## config.mk

```make
export PLATFORM = sky130hd
export DESIGN_NAME = pkt_capture_bank
export DESIGN_NICKNAME = d
export VERILOG_FILES = /design/src/rtl/pcl_pkg.sv /design/src/rtl/pcl_slot.sv /design/src/rtl/pcl_regs.sv /design/src/rtl/pcl_rdmux.sv /design/src/rtl/pkt_capture_bank.sv
export SDC_FILE = /design/constraint.sdc
export NUM_CORES = 1
export LEC_CHECK = 0
export BUFFER_PORTS_ARGS = -buffer_cell sky130_fd_sc_hd__buf_2
export CAP_MARGIN = 25
export CORE_AREA = 2 2 177 179
export DETAILED_ROUTE_END_ITERATION = 7
export DIE_AREA = 0 0 179 181
export PLACE_DENSITY = 0.59
export SLEW_MARGIN = 20
export SYNTH_ARGS = -nofsm -noshare
export SYNTH_HDL_FRONTEND = slang
export SYNTH_SLANG_ARGS = --single-unit
export TNS_END_PERCENT = 10
```

## constraint.sdc

```tcl
create_clock -name clk -period 3.6 [get_ports clk]
set_clock_uncertainty 0.2 [all_clocks]
set_input_delay 0.72 -clock clk [delete_from_list [all_inputs] [get_ports clk]]
set_output_delay 0.72 -clock clk [all_outputs]
set_load 0.005 [all_outputs]
```

## src/rtl/pcl_pkg.sv

```systemverilog
package pcl_pkg;

    localparam int STD_W     = 3;
    localparam int PAYLOAD_W = 104;
    localparam int ADDR_W    = 8;
    localparam int DATA_W    = 8;
    localparam int NUM_DED   = 3;
    localparam int NUM_BUF   = NUM_DED + 1;
    localparam int DED_BYTES = 3;
    localparam int DED_W     = DED_BYTES * DATA_W;
    localparam int SH_BYTES  = PAYLOAD_W / DATA_W;
    localparam int SH_IDX    = NUM_DED;

    localparam logic [ADDR_W-1:0] ADR_CTRL     = 8'h40;
    localparam logic [ADDR_W-1:0] ADR_SEL      = 8'h41;
    localparam logic [ADDR_W-1:0] ADR_STAT     = 8'h42;
    localparam logic [ADDR_W-1:0] ADR_DED_BASE = 8'h30;
    localparam int                DED_STRIDE   = 4;
    localparam logic [ADDR_W-1:0] ADR_SH_BASE  = 8'h47;

    typedef enum logic [STD_W-1:0] {
        STD_GUIDE = 3'd0,
        STD_PSYS  = 3'd1,
        STD_PDC   = 3'd2,
        STD_TCODE = 3'd3,
        STD_CGMSB = 3'd4,
        STD_CC    = 3'd5,
        STD_CGMS  = 3'd6,
        STD_WSS   = 3'd7
    } std_id_e;

    typedef struct packed {
        logic                 valid;
        logic [STD_W-1:0]     id;
        logic [PAYLOAD_W-1:0] data;
    } pkt_t;

    function automatic logic [STD_W-1:0] ded_std(input int k);
        return STD_W'(int'(STD_CC) + k);
    endfunction

    function automatic logic [ADDR_W-1:0] ded_addr(input int k, input int j);
        return ADDR_W'(int'(ADR_DED_BASE) + k * DED_STRIDE + j);
    endfunction

    function automatic logic [ADDR_W-1:0] sh_addr(input int j);
        return ADDR_W'(int'(ADR_SH_BASE) + j);
    endfunction

endpackage

```

## src/rtl/pcl_slot.sv

```systemverilog
module pcl_slot #(
    parameter int W = 24
) (
    input  logic         clk,
    input  logic         rst,
    input  logic         clr,
    input  logic         take,
    input  logic [W-1:0] din,
    output logic [W-1:0] dout,
    output logic         avail
);

    logic armed;

    always_ff @(posedge clk) begin
        if (rst) begin
            armed <= 1'b0;
            avail <= 1'b0;
            dout  <= '0;
        end else if (clr) begin
            armed <= 1'b1;
            avail <= 1'b0;
        end else if (armed && take) begin
            dout  <= din;
            avail <= 1'b1;
            armed <= 1'b0;
        end
    end


    clear_drops_avail_chk: assert property (@(posedge clk) disable iff (rst)
        clr |=> !avail);


    capture_sets_avail_chk: assert property (@(posedge clk) disable iff (rst)
        (armed && take && !clr) |=> (avail && dout == $past(din)));


    frozen_chk: assert property (@(posedge clk) disable iff (rst)
        (avail && !clr) |=> (avail && $stable(dout)));


    disarmed_hold_chk: assert property (@(posedge clk) disable iff (rst)
        (!armed && !clr) |=> $stable(dout));

endmodule

```

## src/rtl/pcl_regs.sv

```systemverilog
module pcl_regs
    import pcl_pkg::*;
(
    input  logic               clk,
    input  logic               rst,
    input  logic               reg_wr,
    input  logic [ADDR_W-1:0]  reg_addr,
    input  logic [DATA_W-1:0]  reg_wdata,
    output logic [NUM_BUF-1:0] clr,
    output logic [STD_W-1:0]   sel_q
);

    logic wr_ctrl;
    logic wr_sel;
    logic unused_wbits;

    assign wr_ctrl      = reg_wr && (reg_addr == ADR_CTRL);
    assign wr_sel       = reg_wr && (reg_addr == ADR_SEL);
    assign clr          = wr_ctrl ? reg_wdata[NUM_BUF-1:0] : '0;
    assign unused_wbits = ^reg_wdata[DATA_W-1:NUM_BUF];

    always_ff @(posedge clk) begin
        if (rst) begin
            sel_q <= '0;
        end else if (wr_sel) begin
            sel_q <= reg_wdata[STD_W-1:0];
        end
    end


    sel_hold_chk: assert property (@(posedge clk) disable iff (rst)
        !(reg_wr && reg_addr == ADR_SEL) |=> $stable(sel_q));

endmodule

```

## src/rtl/pcl_rdmux.sv

```systemverilog
module pcl_rdmux
    import pcl_pkg::*;
(
    input  logic [ADDR_W-1:0]             reg_addr,
    input  logic [STD_W-1:0]              sel_q,
    input  logic [NUM_BUF-1:0]            avail,
    input  logic [NUM_DED-1:0][DED_W-1:0] ded_data,
    input  logic [PAYLOAD_W-1:0]          sh_data,
    output logic [DATA_W-1:0]             reg_rdata
);

    always_comb begin
        reg_rdata = '0;
        if (reg_addr == ADR_SEL) begin
            reg_rdata = DATA_W'(sel_q);
        end
        if (reg_addr == ADR_STAT) begin
            reg_rdata = DATA_W'(avail);
        end
        for (int k = 0; k < NUM_DED; k++) begin
            for (int j = 0; j < DED_BYTES; j++) begin
                if (reg_addr == ded_addr(k, j)) begin
                    reg_rdata = ded_data[k][j*DATA_W +: DATA_W];
                end
            end
        end
        for (int j = 0; j < SH_BYTES; j++) begin
            if (reg_addr == sh_addr(j)) begin
                reg_rdata = sh_data[j*DATA_W +: DATA_W];
            end
        end
    end

endmodule

```

## src/rtl/pkt_capture_bank.sv

```systemverilog
module pkt_capture_bank
    import pcl_pkg::*;
(
    input  logic                 clk,
    input  logic                 rst,
    input  logic                 pkt_valid,
    input  logic [STD_W-1:0]     pkt_std,
    input  logic [PAYLOAD_W-1:0] pkt_data,
    input  logic                 reg_wr,
    input  logic [ADDR_W-1:0]    reg_addr,
    input  logic [DATA_W-1:0]    reg_wdata,
    output logic [DATA_W-1:0]    reg_rdata
);

    pkt_t                          pkt;
    logic [NUM_BUF-1:0]            clr;
    logic [NUM_BUF-1:0]            avail;
    logic [STD_W-1:0]              sel_q;
    logic [NUM_DED-1:0][DED_W-1:0] ded_data;
    logic [PAYLOAD_W-1:0]          sh_data;

    assign pkt.valid = pkt_valid;
    assign pkt.id    = pkt_std;
    assign pkt.data  = pkt_data;

    pcl_regs i_regs (
        .clk       (clk),
        .rst       (rst),
        .reg_wr    (reg_wr),
        .reg_addr  (reg_addr),
        .reg_wdata (reg_wdata),
        .clr       (clr),
        .sel_q     (sel_q)
    );

    for (genvar k = 0; k < NUM_DED; k++) begin : g_ded
        logic hit;
        assign hit = pkt.valid && (pkt.id == ded_std(k));

        pcl_slot #(.W(DED_W)) i_slot (
            .clk   (clk),
            .rst   (rst),
            .clr   (clr[k]),
            .take  (hit),
            .din   (pkt.data[DED_W-1:0]),
            .dout  (ded_data[k]),
            .avail (avail[k])
        );
    end

    logic sh_hit;
    assign sh_hit = pkt.valid && (pkt.id == sel_q);

    pcl_slot #(.W(PAYLOAD_W)) i_shared (
        .clk   (clk),
        .rst   (rst),
        .clr   (clr[SH_IDX]),
        .take  (sh_hit),
        .din   (pkt.data),
        .dout  (sh_data),
        .avail (avail[SH_IDX])
    );

    pcl_rdmux i_rdmux (
        .reg_addr  (reg_addr),
        .sel_q     (sel_q),
        .avail     (avail),
        .ded_data  (ded_data),
        .sh_data   (sh_data),
        .reg_rdata (reg_rdata)
    );


    ctrl_reads_zero_chk: assert property (@(posedge clk) disable iff (rst)
        (reg_addr == ADR_CTRL) |-> (reg_rdata == '0));


    arm_wins_chk: assert property (@(posedge clk) disable iff (rst)
        (clr[SH_IDX] && sh_hit) |=> !avail[SH_IDX]);

endmodule

```

# Yosys cells after proc, flatten, opt, wreduce, memory -nomap -nowiden
# Index checks and enable logic that the tools add are counted.
# word_totals
register_bits	187
in_bits	127
output_inout_bits	8
word_cells	101
# op_classes
eq_ne	29
muxes	33
n_bitwise	4
reduce_logical	22
# op_table
cell	count
two-way mux 8 bit	22
equality test 8 x 7 -> 1 bit (second input constant)	16
equality test 8 x 6 -> 1 bit (second input constant)	9
logical AND 1 bit	10
equality test 3 bit (second input constant)	3
two-way mux 1 bit	8
two-way mux 4 bit	2
AND reduction 2 bit	4
nonzero test 2 bit	4
OR reduction 2 bit	4
NOT 1 bit	4
equality test 3 bit	1
two-way mux 3 bit	1

# Logic depth before layout (Yosys ltp)
# Gate-level depths: netlist of run 1.
# depth
depth_word	25
mapped_depth	9
ltp_nobuf	5

# By module
# A second synthesis of run 1 with hierarchy kept.
# hier_totals
hier_cells	1161
area_unflattened_um2	10684.0
# by_module_without_submodules
module	instances	cells_per_inst	area_each_um2	seq_area_each_um2
pcl_slot at i_shared	1	459	4688.2	2122.0
pcl_slot at g_ded[0].i_slot ...	3	112	1166.1	520.5
pcl_rdmux	1	335	2215.9	0.0
pcl_regs	1	21	221.5	60.1
pkt_capture_bank	1	10	60.1	0.0

# Worst setup path before layout of run 1
# No wires, ideal clock.
# synth_path
kind	input-to-output
from	input port reg_addr[5]
to	output port reg_rdata[0]
arrival_time_ps	2224
required_ps	2680
path_slack_ps	456
path_stages	6
path_buffers	1
cell_sequence	or4b_1 -> buf_2 -> o22ai_1 -> a22oi_1 -> or4_1 -> a31oi_1
# synth_between
elab_chain_len	25
word_cells_on_any_way	48
classes_between	eq/ne (24); mux (24)
# synth_rtl
element	line	source
start, declared	pkt_capture_bank.sv:10	input logic [ADDR_W-1:0] reg_addr,
equality test 8 x 7 -> 1 bit	pcl_rdmux.sv:14	if (reg_addr == ADR_SEL) begin
two-way mux 3 bit	pcl_rdmux.sv:14	
two-way mux 4 bit	pcl_rdmux.sv:17	if (reg_addr == ADR_STAT) begin
two-way mux 8 bit (9 in a row)	pcl_rdmux.sv:22	if (reg_addr == ded_addr(k, j)) begin
two-way mux 8 bit (12 in a row)	pcl_rdmux.sv:28	if (reg_addr == sh_addr(j)) begin
two-way mux 8 bit (*)	pcl_rdmux.sv:28	
end, declared	pkt_capture_bank.sv:12	output logic [DATA_W-1:0] reg_rdata
# Mark *: on every way between the ends. The rest lies on a longest branch, timed or not.

# Worst setup path after layout of run 1
# layout_path
from	input port reg_addr[5]
to	output port reg_rdata[3]
# layout_between
elab_chain_len	24
word_cells_on_any_way	46
classes_between	eq/ne (23); mux (23)
# layout_rtl
element	line
equality test 8 x 7 -> 1 bit	pcl_rdmux.sv:17
two-way mux 4 bit	pcl_rdmux.sv:17
two-way mux 8 bit (9 in a row)	pcl_rdmux.sv:22
two-way mux 8 bit (12 in a row)	pcl_rdmux.sv:28
two-way mux 8 bit (*)	pcl_rdmux.sv:28
# Marks and branches as above.

==> results.cfg, run 1 <==
[run_status]
status = completed

[power]
peak_ir_drop_on_the_vdd_network_mv = 0.3080
powerDensity_nw_per_um2 = 388.8
leakagePower_nw = 3.982

[routing]
remaining_drc_errors = 0
routed_wire_length_per_instance_microns = 19.09
detail-route-antenna-nets = 0
count_of_vias_placed_by_the_detailed_router = 7866
final_wl_mm = 29.21
drt_iter0_drc = 682
routed_vias_inst = 5.141
detailed_routing_iteration_count_for_the_pre_antenna_repair_pass = 5

[placed_design]
placed_cells = 1497
placement.setup.worst_slack_ns = -0.1757
routabilityCongestion = 0.9404
place_hpwl_mm = 21.77
port_buffers = 130

[die]
die_area_sq_um = 32400
placement_rows = 64
start_util_pct = 29.76
die_y_microns = 181
die-width_microns = 179
core_region_area_sq_um = 30350
boundaryPins = 135

[clock_tree]
cts_htree_levels = 4
clk_path_buf_depth = 2
clock_insertion_delay_worst_skew_ns = 0.44
clock-sinks = 187
post_cts_hold_buffer_count = 0
tritoncts_clock_tree = built
clk_pin_slew_ns = 0.07
clock_tree_root_buffer_cell = sky130_fd_sc_hd__clkbuf_16
cts-buffers-inserted = 17

[synthesis]
synthCells = 968
yosys-top-cells-count = 210 x sky130_fd_sc_hd__nor2_1, 194 x sky130_fd_sc_hd__mux2i_1, 187 x sky130_fd_sc_hd__dfxtp_1
postSynth.asyncResetShare_pct = 0
flip_flop_and_latch_count_after_synthesis = 187
mappedNetlistArea_sq_um = 9032
seq_area_frac_synth_pct = 41.45
synth.net_count = 1095
synth.top_cell.area_share_pct = 41.45
synth.top_cells.by_area = sky130_fd_sc_hd__dfxtp_1 41%, sky130_fd_sc_hd__mux2i_1 21%, sky130_fd_sc_hd__nor2_1 8.7%
yosys.area.top_type = sky130_fd_sc_hd__dfxtp_1
synth.distinct_cells = 70
synth.avg_cell_area_sq_um = 9.331
most_frequently_used_flop_master_after_synthesis = sky130_fd_sc_hd__dfxtp_1
synth_edf_count = 0
library_cell_with_the_highest_instance_count_after_synthesis = sky130_fd_sc_hd__nor2_1
yosys_warnings = 0

[setup_path]
slowest_delay_ns = 0.57
crit-reg2reg-capture = i_shared.dout[100]
crit_path_cell_trace = buf_2 > or4b_4 > buf_6 > buf_4 > nor4_1 > o21ai_1 > a31oi_2 > a211oi_2 > buf_4 > buf_2
critical_path_cell_count = 10
worst_setup_path_startpoint = reg_addr[5]
crit_path_top_delay_cell = sky130_fd_sc_hd__or4b_4
timing.reg2reg.worst_path_depth = 7
cp_max_fo = 11
timing.critical_path.max_delay_family = simple AND/OR/NAND/NOR gates
worst_setup_path_end_kind = output port
cp.arrival_ns = 2.61
worst-setup-path-type = in -> out
critical_path.startpoint_type = input port
r2r_slack_ns = 1.42
timing.rr.start = i_regs.sel_q[2]
timing.critical_path.required_ns = 2.68
critical_path.n_buffers_inverters = 5
crit_path_end = reg_rdata[3]

[final_layout]
layout_overhead_on_the_synthesized_area_pct = 24.56
utilization_pct = 37.07
layout-drive-gt1-share_pct = 25.80
stdcell_count = 1530
final_net_count = 1248

[sta]
setup_viol = 0
setup_tns_ns = 0
timing.final.hold_violations = 0
maxClockFrequency_ghz = 0.2831
rsz0062_at_grt = true
finalWorstSetupSlack_ns = 0.06723
worst-slew-pin-transition_ns = 0.7026
slew_headroom_pct = 53.16
report.final.slew_viol_count = 0
period_share_pct = 98.13
final.min_clock_period_ns = 3.533

[global_route]
first_global_vias = 7509
maximum_number_of_pins_on_one_net_before_global_route_repair = 87
grt-ovfl-total = 0
total_track_usage_pct = 18.01
grt_pass1_wl_mm = 44.19
antenna_violations_before_repair = 4

[run]
drv_cap = 0

[min_path]
hold_path.class = reg -> reg
hold_path.startpoint = i_shared.armed
final cells by class:
type | instances | area (sq um)
tap | 396 | 495.5
timing repair buffer | 215 | 1444
antenna | 2 | 5.005
clock buffer | 18 | 429.2
inverter | 7 | 27.53
multi-input combinational | 693 | 4942
sequential | 187 | 3744
fill | 3084 | 19100
clock inverter | 12 | 163.9
registers in the layout, summed over array words and instances (netlist names):
register / flops
g_ded.i_slot.dout: 72
i_regs.sel_q: 3
g_ded.i_slot.armed: 3
i_shared.armed: 1
i_shared.dout: 104
i_shared.avail: 1
g_ded.i_slot.avail: 3
what timing repair did:
action                     4_1_cts  5_1_grt
pin swaps                        2        1
setup buffers                    0        1
resized for setup                9        5
setup endpoints to repair        4        3
cell usage in the layout, fill, tap and decap left out, types with 11 or more instances in the layout:
master	netlist	layout
sky130_fd_sc_hd__nor2_1	210	210
sky130_fd_sc_hd__mux2i_1	194	194
sky130_fd_sc_hd__dfxtp_1	187	187
sky130_fd_sc_hd__buf_2	23	129
sky130_fd_sc_hd__buf_4	8	73
sky130_fd_sc_hd__a21oi_1	30	29
sky130_fd_sc_hd__nand2_1	23	22
sky130_fd_sc_hd__clkbuf_16	0	17
sky130_fd_sc_hd__nand4_1	14	14
sky130_fd_sc_hd__nand3_1	13	13
sky130_fd_sc_hd__mux2_2	13	13
sky130_fd_sc_hd__nor3_1	13	12
sky130_fd_sc_hd__nand2b_1	11	11
sky130_fd_sc_hd__o21ai_0	13	11
sky130_fd_sc_hd__o22ai_1	11	11
layer usage:
layer | GRT usage, % | vias to the layer above | share of wire [%]
li1 | - | 3789 | -
met5 | 0 | - | 0.092
met4 | 5.984 | 4 | 2.1
met3 | 3.935 | 47 | 7.0
met2 | 27.32 | 295 | 45
met1 | 25.15 | 3731 | 46
worst min-delay path: stages (launching register included):
cell	delay, ns
sky130_fd_sc_hd__dfxtp_1	0.31
sky130_fd_sc_hd__nand2_1	0.05
sky130_fd_sc_hd__a21oi_1	0.05
per-stage QoR:
stage	instance area (sq um)	hold WS (ns)	total power, mW
after floorplan	9032	0.2363	2.263
after global placement	10570	0.2457	2.470
after detailed placement	10600	0.2533	2.471
after CTS	11220	0.2622	4.410
after global routing	11250	0.2938	4.514
final	11250	0.2627	4.374
cells by family (layout without fill, tap and decap cells):
| group | count (synthesis) | count (layout) | share of synthesized area [%] |
|---|---|---|---|
| buf+inv | 88 | 252 | 4.724 |
| compound gates | 139 | 139 | 11.04 |
| mux | 215 | 215 | 25.11 |
| xor+xnor | 3 | 3 | 0.2910 |
| flops | 187 | 187 | 41.45 |
| simple gates | 336 | 336 | 17.38 |
| other cells | 0 | 2 | 0 |
where the power goes:
group | switching [mW] | leakage (nW) | internal [mW]
logic | 0.213 | 2.20 | 0.148
registers | 0.000162 | 1.51 | 2.07
clock network | 0.852 | 0.276 | 1.09
worst min-delay path by stage:
stage	cells past startpoint	slack (ns)	to
after floorplan	2	0.24	i_shared.armed
after global placement	2	0.25	i_shared.armed
after detailed placement	2	0.25	i_shared.armed
after CTS	2	0.26	i_shared.armed
after global routing	2	0.29	i_shared.armed
final	2	0.26	i_shared.armed
No activity file was read; power rests on OpenSTA's default activity.
==> inputs of run 2 (changes only) <==
- ABC_AREA: unset -> 1
- CORE_AREA: 2 2 177 179 -> 2 2 125 127
- DIE_AREA: 0 0 179 181 -> 0 0 127 129
- PLACE_DENSITY: 0.59 -> 0.89
==> results.cfg, run 2 <==
[synthesis]
synth.avg_cell_area_sq_um = 6.767
mappedNetlistArea_sq_um = 8168
library_cell_with_the_highest_instance_count_after_synthesis = sky130_fd_sc_hd__nor2_1
synth.distinct_cells = 32
seq_area_frac_synth_pct = 45.83
synth_edf_count = 0
synth.net_count = 1334
yosys-top-cells-count = 369 x sky130_fd_sc_hd__nor2_1, 187 x sky130_fd_sc_hd__dfxtp_1, 184 x sky130_fd_sc_hd__o21ai_0
synthCells = 1207
postSynth.asyncResetShare_pct = 0
most_frequently_used_flop_master_after_synthesis = sky130_fd_sc_hd__dfxtp_1
yosys_warnings = 0
flip_flop_and_latch_count_after_synthesis = 187
synth.top_cells.by_area = sky130_fd_sc_hd__dfxtp_1 46%, sky130_fd_sc_hd__nor2_1 17%, sky130_fd_sc_hd__o21ai_0 11%
synth.top_cell.area_share_pct = 45.83
yosys.area.top_type = sky130_fd_sc_hd__dfxtp_1

[clock_tree]
post_cts_hold_buffer_count = 0
cts_htree_levels = 4
clk_path_buf_depth = 2
clock_tree_root_buffer_cell = sky130_fd_sc_hd__clkbuf_16
cts-buffers-inserted = 17
clock-sinks = 187
tritoncts_clock_tree = built
clock_insertion_delay_worst_skew_ns = 0.44
clk_pin_slew_ns = 0.07

[global_route]
grt_pass1_wl_mm = 42.84
maximum_number_of_pins_on_one_net_before_global_route_repair = 79
total_track_usage_pct = 33.49
grt-ovfl-total = 0
antenna_violations_before_repair = 1
first_global_vias = 8652

[final_layout]
antenna-diode-count = 0
layout_overhead_on_the_synthesized_area_pct = 27.48
stdcell_count = 1572
mostFrequentLayoutCells = 357 x sky130_fd_sc_hd__nor2_1, 187 x sky130_fd_sc_hd__dfxtp_1, 184 x sky130_fd_sc_hd__o21ai_0, 166 x sky130_fd_sc_hd__nand2_1, 122 x sky130_fd_sc_hd__buf_2
reg.largest.list = i_shared.dout (104), g_ded.i_slot.dout (72)
layout_commonest_cell = sky130_fd_sc_hd__nor2_1
largest_reg_flops = 104
final_net_count = 1498
layout-drive-gt1-share_pct = 22.54
largest-register = i_shared.dout

[run_status]
failed_checks = DRC, setup timing
status = complete, but fails checks

[setup_path]
worst-setup-path-type = in -> out
crit_path_frequent_cell = sky130_fd_sc_hd__nand4_1
crit_path_cell_trace = buf_12 > clkinv_8 > nand2_8 > buf_6 > inv_4 > nand2_4 > nand3_4 > nand3_4 > nor2_4 > nand4_1 > nor2_1 > nand4_1 > nor2_2 > nand4_1 > nor2_1 > nand3_1 > nor2_2 > nand4_1 > buf_2
critical_path.n_buffers_inverters = 5
timing.critical_path.max_delay_family = simple AND/OR/NAND/NOR gates
crit_path_top_delay_cell = sky130_fd_sc_hd__nor2_1
cp.arrival_ns = 3.01
critical_path.startpoint_type = input port
worst_setup_path_end_kind = output port
slowest_delay_ns = 0.18
cp_max_fo = 3
timing.critical_path.required_ns = 2.68

[die]
placement_rows = 45
core_region_area_sq_um = 14980
die-width_microns = 127
die_area_sq_um = 16380
boundaryPins = 135
start_util_pct = 54.54
die_y_microns = 129

[run]
drv_cap = 0

[placed_design]
port_buffers = 130
placed_cells = 1527
place_hpwl_mm = 17.55
routabilityCongestion = 1.009
placement.setup.worst_slack_ns = -0.1731

[routing]
final_wl_mm = 29.69
count_of_vias_placed_by_the_detailed_router = 9503
routed_wire_length_per_instance_microns = 18.89
drt_iter0_drc = 1363
detailed_routing_iteration_count_for_the_pre_antenna_repair_pass = 8
remaining_drc_errors = 1
detail-route-antenna-nets = 0
routed_vias_inst = 6.045

[sta]
period_share_pct = 109.1
slew_headroom_pct = 47.28
worst-slew-pin-transition_ns = 0.7899
finalHoldWorstSlack_ns = 0.2548
setup_viol = 8
final.min_clock_period_ns = 3.926
rsz0062_at_grt = true
finalWorstSetupSlack_ns = -0.3261
report.final.slew_viol_count = 0
maxClockFrequency_ghz = 0.2547
setup_tns_ns = -1.816
timing.final.hold_violations = 0

[min_path]
hold_path.class = reg -> reg

[power]
cellInternalPower_mw = 3.169
powerDensity_nw_per_um2 = 404.7
power.share.combinational_pct = 6.8
p_sw_mw = 1.045
peak_ir_drop_on_the_vdd_network_mv = 0.3928
power_switching_share_pct = 24.79
pwr-share-clk_pct = 44.1
leakagePower_nw = 4.372
seq_power_share_pct = 49.1
-- run 2: cell families after synthesis --
logic type | Yosys count | synth area share, %
buf+inv | 140 | 6.832
flops | 187 | 45.83
xor+xnor | 1 | 0.1072
compound gates | 228 | 14.15
simple gates | 651 | 33.07
-- run 2: cell type report --
class / instances / area (sq um)
Inverter: 83 / 352.8
Multi-Input combinational cell: 881 / 4158
Fill cell: 1041 / 4564
Timing Repair Buffer: 201 / 1343
Sequential cell: 187 / 3744
Clock inverter: 14 / 141.4
Tap cell: 188 / 235.2
Clock buffer: 18 / 439.2
-- run 2: final timing paths --
| path | from | endpoint | cells past startpoint | slack [ns] |
|---|---|---|---|---|
| worst max-delay path | reg_addr[1] | reg_rdata[6] | 19 | -0.33 |
| worst min-delay path | g_ded[2].i_slot.dout[17] | g_ded[2].i_slot.dout[17] | 2 | 0.25 |
| worst max register to register | i_regs.sel_q[2] | i_shared.dout[10] | 8 | 1.15 |
| worst min register to register | g_ded[2].i_slot.dout[17] | g_ded[2].i_slot.dout[17] | 2 | 0.25 |
-- run 2: power groups by stage --
stage | Clock (mW) | Combinational [mW] | Sequential [mW]
after floorplan | 0 | 0.0873 | 2.12
after global placement | 0 | 0.217 | 2.12
after detailed placement | 0 | 0.221 | 2.12
after CTS | 1.84 | 0.255 | 2.07
after global routing | 1.93 | 0.305 | 2.07
final | 1.86 | 0.289 | 2.07
-- run 2: what timing repair did --
action,CTS,global route
gates cloned,1,0
gates resized for setup,71,36
endpoints found under the setup margin,8,8
pin swaps,29,29
buffers inserted,9,3
-- run 2: worst register-to-register path: stages (launching register included) --
cell                      delay (ns)
sky130_fd_sc_hd__dfxtp_1        0.40
sky130_fd_sc_hd__xnor2_1        0.13
sky130_fd_sc_hd__nand4_1        0.10
sky130_fd_sc_hd__nor3b_1        0.33
sky130_fd_sc_hd__nand2_4        0.11
sky130_fd_sc_hd__inv_2          0.49
sky130_fd_sc_hd__buf_12         0.34
sky130_fd_sc_hd__nor2_1         0.11
sky130_fd_sc_hd__nor2_1         0.15
-- run 2: per-layer routing --
layer  share of wire (%)  track usage [%]
met5                0.21            2.647
met3                  12            8.399
met2                  43            52.91
met4                 8.6            21.20
met1                  35            40.94
-- run 2: metrics by stage --
step                      total power, mW  area [sq um]  utilization (%)
after detailed placement            2.337          9294            62.06
after global routing                4.303         10410            69.52
after floorplan                     2.203          8168                -
after CTS                           4.159         10240            68.38
final                               4.214         10410            69.52
after global placement              2.333          9294            62.06
